==> src/rtl/wdog_pkg.sv <==
package wdog_pkg;
  localparam int ADDR_W = 4;
  localparam int CODE_W = 4;
  localparam logic [ADDR_W-1:0] OFS_CTRL  = 4'h0;
  localparam logic [ADDR_W-1:0] OFS_RANGE = 4'h4;
  localparam logic [ADDR_W-1:0] OFS_COUNT = 4'h8;
  localparam logic [ADDR_W-1:0] OFS_KICK  = 4'hC;
  localparam logic [7:0]        KICK_VAL  = 8'h76;
  typedef logic [CODE_W-1:0] code_t;
endpackage

==> src/rtl/wdog_regs.sv <==
module wdog_regs
  import wdog_pkg::*;
(
  input  logic              clk,
  input  logic              rst_n,
  input  logic              we,
  input  logic [ADDR_W-1:0] addr,
  input  logic [7:0]        wdata,
  input  logic              expired,
  output logic              en_q,
  output code_t             init_code,
  output code_t             run_code,
  output logic              arm,
  output logic              kick_ok
);
  logic [2*CODE_W-1:0] range_q;

  // enabling write only counts while still disabled (sticky enable)
  assign arm     = we && (addr == OFS_CTRL) && wdata[0] && !en_q;
  assign kick_ok = we && (addr == OFS_KICK) && (wdata == KICK_VAL) && en_q && !expired;

  always_ff @(posedge clk) begin
    if (!rst_n) begin
      en_q    <= 1'b0;
      range_q <= '0;
    end else begin
      if (arm) en_q <= 1'b1;
      if (we && (addr == OFS_RANGE)) range_q <= wdata[2*CODE_W-1:0];
    end
  end

  assign init_code = range_q[2*CODE_W-1:CODE_W];
  assign run_code  = range_q[CODE_W-1:0];
endmodule

==> src/rtl/wdog_count.sv <==
module wdog_count
  import wdog_pkg::*;
#(
  parameter int BASE_EXP = 16,
  parameter int CNT_W    = BASE_EXP + (1 << CODE_W)
) (
  input  logic             clk,
  input  logic             rst_n,
  input  logic             en,
  input  logic             arm,
  input  logic             kick,
  input  code_t            init_code,
  input  code_t            run_code,
  output logic [CNT_W-1:0] count_q,
  output logic             expired_q
);
  function automatic logic [CNT_W-1:0] period_top(input code_t c);
    return (CNT_W'(1) << (BASE_EXP + int'(c))) - CNT_W'(1);
  endfunction

  always_ff @(posedge clk) begin
    if (!rst_n) begin
      count_q   <= '0;
      expired_q <= 1'b0;
    end else if (arm) begin
      count_q <= period_top(init_code);
    end else if (kick) begin
      count_q <= period_top(run_code);   // service beats expiry at zero
    end else if (en && !expired_q) begin
      if (count_q != '0) count_q <= count_q - CNT_W'(1);
      else               expired_q <= 1'b1;
    end
  end
endmodule

==> src/rtl/wdog_rmux.sv <==
module wdog_rmux
  import wdog_pkg::*;
#(
  parameter int DATA_W = 32,
  parameter int CNT_W  = 32
) (
  input  logic [ADDR_W-1:0] addr,
  input  logic              en,
  input  code_t             init_code,
  input  code_t             run_code,
  input  logic [CNT_W-1:0]  count,
  output logic [DATA_W-1:0] rdata
);
  logic [DATA_W-1:0] count_ext;

  generate
    if (DATA_W > CNT_W) begin : g_pad
      assign count_ext = {{(DATA_W-CNT_W){1'b0}}, count};
    end else begin : g_trunc
      assign count_ext = count[DATA_W-1:0];
    end
  endgenerate

  always_comb begin
    unique case (addr)
      OFS_CTRL:  rdata = DATA_W'(en);
      OFS_RANGE: rdata = DATA_W'({init_code, run_code});
      OFS_COUNT: rdata = count_ext;
      default:   rdata = '0;
    endcase
  end
endmodule

==> src/rtl/rangesel_wdog.sv <==
module rangesel_wdog
  import wdog_pkg::*;
#(
  parameter int BASE_EXP = 16,
  parameter int DATA_W   = 32,
  localparam int CNT_W   = BASE_EXP + (1 << CODE_W)
) (
  input  logic              clk,
  input  logic              rst_n,
  input  logic              reg_we,
  input  logic [ADDR_W-1:0] reg_addr,
  input  logic [DATA_W-1:0] reg_wdata,
  output logic [DATA_W-1:0] reg_rdata,
  output logic              reset_req
);
  logic             en_q, arm, kick_ok, expired_q;
  code_t            init_code, run_code;
  logic [CNT_W-1:0] count_q;
  logic             unused_wdata_hi;

  assign unused_wdata_hi = ^reg_wdata[DATA_W-1:8];

  wdog_regs u_regs (
    .clk(clk), .rst_n(rst_n), .we(reg_we), .addr(reg_addr),
    .wdata(reg_wdata[7:0]), .expired(expired_q), .en_q(en_q),
    .init_code(init_code), .run_code(run_code), .arm(arm), .kick_ok(kick_ok)
  );

  wdog_count #(.BASE_EXP(BASE_EXP), .CNT_W(CNT_W)) u_count (
    .clk(clk), .rst_n(rst_n), .en(en_q), .arm(arm), .kick(kick_ok),
    .init_code(init_code), .run_code(run_code),
    .count_q(count_q), .expired_q(expired_q)
  );

  wdog_rmux #(.DATA_W(DATA_W), .CNT_W(CNT_W)) u_rmux (
    .addr(reg_addr), .en(en_q), .init_code(init_code), .run_code(run_code),
    .count(count_q), .rdata(reg_rdata)
  );

  assign reset_req = expired_q;
endmodule

==> config.mk <==
export PLATFORM = sky130hd
export DESIGN_NAME = rangesel_wdog
export DESIGN_NICKNAME = d
export VERILOG_FILES = /design/src/rtl/wdog_pkg.sv /design/src/rtl/wdog_regs.sv /design/src/rtl/wdog_count.sv /design/src/rtl/wdog_rmux.sv /design/src/rtl/rangesel_wdog.sv
export SDC_FILE = /design/constraint.sdc
export NUM_CORES = 1
export LEC_CHECK = 0
export ABC_AREA = 1
export CAP_MARGIN = 5
export CORE_UTILIZATION = 55
export CTS_BUF_LIST = sky130_fd_sc_hd__clkbuf_16
export DETAILED_ROUTE_END_ITERATION = 12
export MAX_ROUTING_LAYER = met4
export PLACE_DENSITY = 0.83
export SKIP_CTS_REPAIR_TIMING = 1
export SLEW_MARGIN = 20
export SYNTH_ARGS = -nofsm -noshare
export SYNTH_HDL_FRONTEND = slang
export SYNTH_HIERARCHICAL = 1
export SYNTH_SLANG_ARGS = --single-unit
==> constraint.sdc <==
create_clock -name clk -period 3.8 [get_ports clk]
set_input_delay 0.38 -clock clk [delete_from_list [all_inputs] [get_ports clk]]
set_output_delay 0.38 -clock clk [all_outputs]
set_load 0.03 [all_outputs]
==> flow_summary.json <==
{
  "synth_edf_count": 0,
  "detail_route.iter0.violations": 388,
  "syn2layout_area_growth_pct": 16.8,
  "synth_xor_area_frac": 0.0134,
  "dpl.hpwl_um": 8860,
  "die_y_um": 86.6,
  "rsz0062_at_grt": "no",
  "fin_worst_skew_ns": 0.00669,
  "startpoint": "reg_addr[2]",
  "crit_type": "input pin to primary output",
  "use_met2": 0.532,
  "die_w_um": 86.6,
  "viasPerCell": 5.66,
  "whs_endpoint": "u_count/count_q[1]",
  "port-buffer-count": 47,
  "worstPathArrival_ns": 2.57,
  "final_cell_area_um2": 4600,
  "clk_pin_slew_ns": 0.06,
  "worst_slew_pin_slew_ns": 0.885,
  "synth_commonest_cells": "169 x nand2_1, 123 x nor2_1, 87 x inv_1, 64 x nand3_1, 42 x dfxtp_1",
  "yosysWarnings": 6,
  "met3_usage": 0.0457,
  "grt_max_degree": 38,
  "busiest_layer": "met2",
  "rows": 30,
  "ys_seq_elements": 42,
  "cp_max_fo": 14,
  "reg2reg_from": "u_regs/range_q[2]",
  "initial_core_util": 0.573,
  "ys.flop_type": "dfxtp_1",
  "syn_area_um2": 3940,
  "min-delay-start": "u_count/count_q[1]",
  "n_antenna_cell": 0,
  "grt_overflow": 0,
  "cp-end-kind": "primary output",
  "yosysMostFrequentCell": "nand2_1",
  "yosysTopAreaCellShare": 0.214,
  "final-setup-viol-count": 0,
  "fmax_mhz": 338,
  "ant_nets": 0,
  "status": "finished clean",
  "grt_use_met1": 0.428,
  "synth_compound_area_frac": 0.145,
  "clockRootBuffer": "clkbuf_16",
  "io_pins": 72,
  "synth_fp_nets": 739,
  "numCtsBuffers": 5,
  "drive_above_1_share": 0.0790,
  "required_ns": 3.42,
  "synthMuxAreaShare": 0,
  "syn_avg_cell_area_um2": 5.66,
  "worst_path_max_delay_cell": "clkdlybuf4s50_1",
  "grt_pass1_wl_um": 19100,
  "start_kind": "input pin",
  "maxSlewViolCount": 0,
  "cts_buffer_depth": 2,
  "synth_top_family_by_area": "simple AND/OR/NAND/NOR gates",
  "rr_worst_depth": 13,
  "antenna_found_initial": 0,
  "hold_path_class": "flip-flop to flip-flop",
  "rr_endpoint": "u_count/count_q[26]",
  "fin_setup_tns_ns": 0,
  "nNetsFinal": 776,
  "period_share": 0.778,
  "synth_cells": 696,
  "cts_sinks": 42,
  "cts-htree-levels": 2,
  "drv_cap": 0,
  "ir_drop_v": 0.000240,
  "synthSimpleGateAreaFrac": 0.493,
  "routed_wl_um": 11900,
  "post-route-drc-count": 0,
  "first_global_vias": 4048,
  "p_total_mw": 1.46,
  "first_pass_iters": 5,
  "synth_top_cell_by_area": "dfxtp_1",
  "r2r_slack_ns": 1.29,
  "wl_per_cell_um": 14.3,
  "min_path_cells": 2,
  "postPlaceCellArea_um2": 4430,
  "ys_types": 40,
  "final-hold-violation-count": 0,
  "synth.area.top_cells": "dfxtp_1 21%, nand2_1 16%, nor2_1 12%",
  "async_reset_ff_frac": 0,
  "leakage_nw": 2.11,
  "grtUsageTotal": 0.335,
  "dieArea_um2": 7500,
  "vias": 4696,
  "cts_tree": "done",
  "place_congestion": 0.944,
  "core_area_um2": 6870,
  "crit_chain": "clkdlybuf4s50_1, inv_1, nor2_1, nand3_1, nand3_1, clkdlybuf4s50_1",
  "period_needed_ns": 2.95,
  "clock_latency_ns": 0.28,
  "synth_fa_ha_area_frac": 0.0127,
  "ys_seq_area_frac": 0.214,
  "max_slew_margin": 0.408,
  "p_per_area_nw_per_um2": 317,
  "max_stage_delay_ns": 0.84
}
-- through the flow --
stage                     worst slack, ns  std cells  utilization  hold WS [ns]
after detailed placement            0.849        822        0.645         0.498
after global routing                0.735        830        0.670         0.523
after floorplan                      1.89        696            -         0.457
after CTS                           0.841        830        0.670         0.507
final                               0.845        830        0.670         0.503
after global placement              0.895        822        0.645         0.475
-- critical path, delay by kind of cell --
family | cells | cell delay, ns
buffers and inverters | 3 | 1.59
and+or+nand+nor | 3 | 0.60
-- logic make-up after synthesis --
logic type | count (synthesis)
AND/OR/NAND/NOR | 429
buffers and inverters | 115
XOR/XNOR | 6
AO/OA/AOI/OAI | 100
flip-flops | 42
adder cells (fa/ha/maj) | 4
-- power by group --
part	switching [mW]	internal (mW)
clock network	0.175	0.308
logic	0.327	0.175
registers	0.0220	0.452
total	0.525	0.934
-- layer usage --
metal	share of wire	routed length, um	vias to the layer above
li1	-	-	2316
met1	0.43	5140	2127
met2	0.45	5360	212
met3	0.081	959	41
met4	0.036	427	0
met5	0	0	-
-- layout make-up --
type                       instances  area [um^2]
clock buffer                       5          125
inverter                          93          349
tap                               96          120
fill                             655         2270
clock inverter                     3         41.3
multi-input combinational        539         2620
timing repair buffer              52          508
sequential                        42          841
-- how the worst max path moves through the flow --
stage | to | slack [ns] | cells past startpoint
floorplan | u_count/count_q[15] | 1.89 | 10
global placement | reg_rdata[0] | 0.89 | 6
detailed placement | reg_rdata[0] | 0.85 | 6
CTS | reg_rdata[0] | 0.84 | 6
global route | reg_rdata[0] | 0.73 | 6
finish | reg_rdata[0] | 0.85 | 6
-- flip-flops by register name (all words and copies together) (netlist names) --
signal	flops
u_count/count_q	32
u_count/expired_q	1
u_regs/en_q	1
u_regs/range_q	8
-- cells in the final DEF (no fill, tap or decap), types with 5 or more instances in the layout --
cell / count
nor2_2: 9
nand2_2: 7
nor2_1: 123
a21oi_2: 8
nand3_1: 64
buf_4: 5
clkbuf_16: 5
a21oi_1: 33
dfxtp_1: 42
nor3_1: 11
nand4_1: 24
o21ai_0: 31
o21ai_1: 15
nor2_4: 9
clkdlybuf4s50_1: 47
inv_1: 88
nand2_1: 169
(Power assumes the default switching activity.)
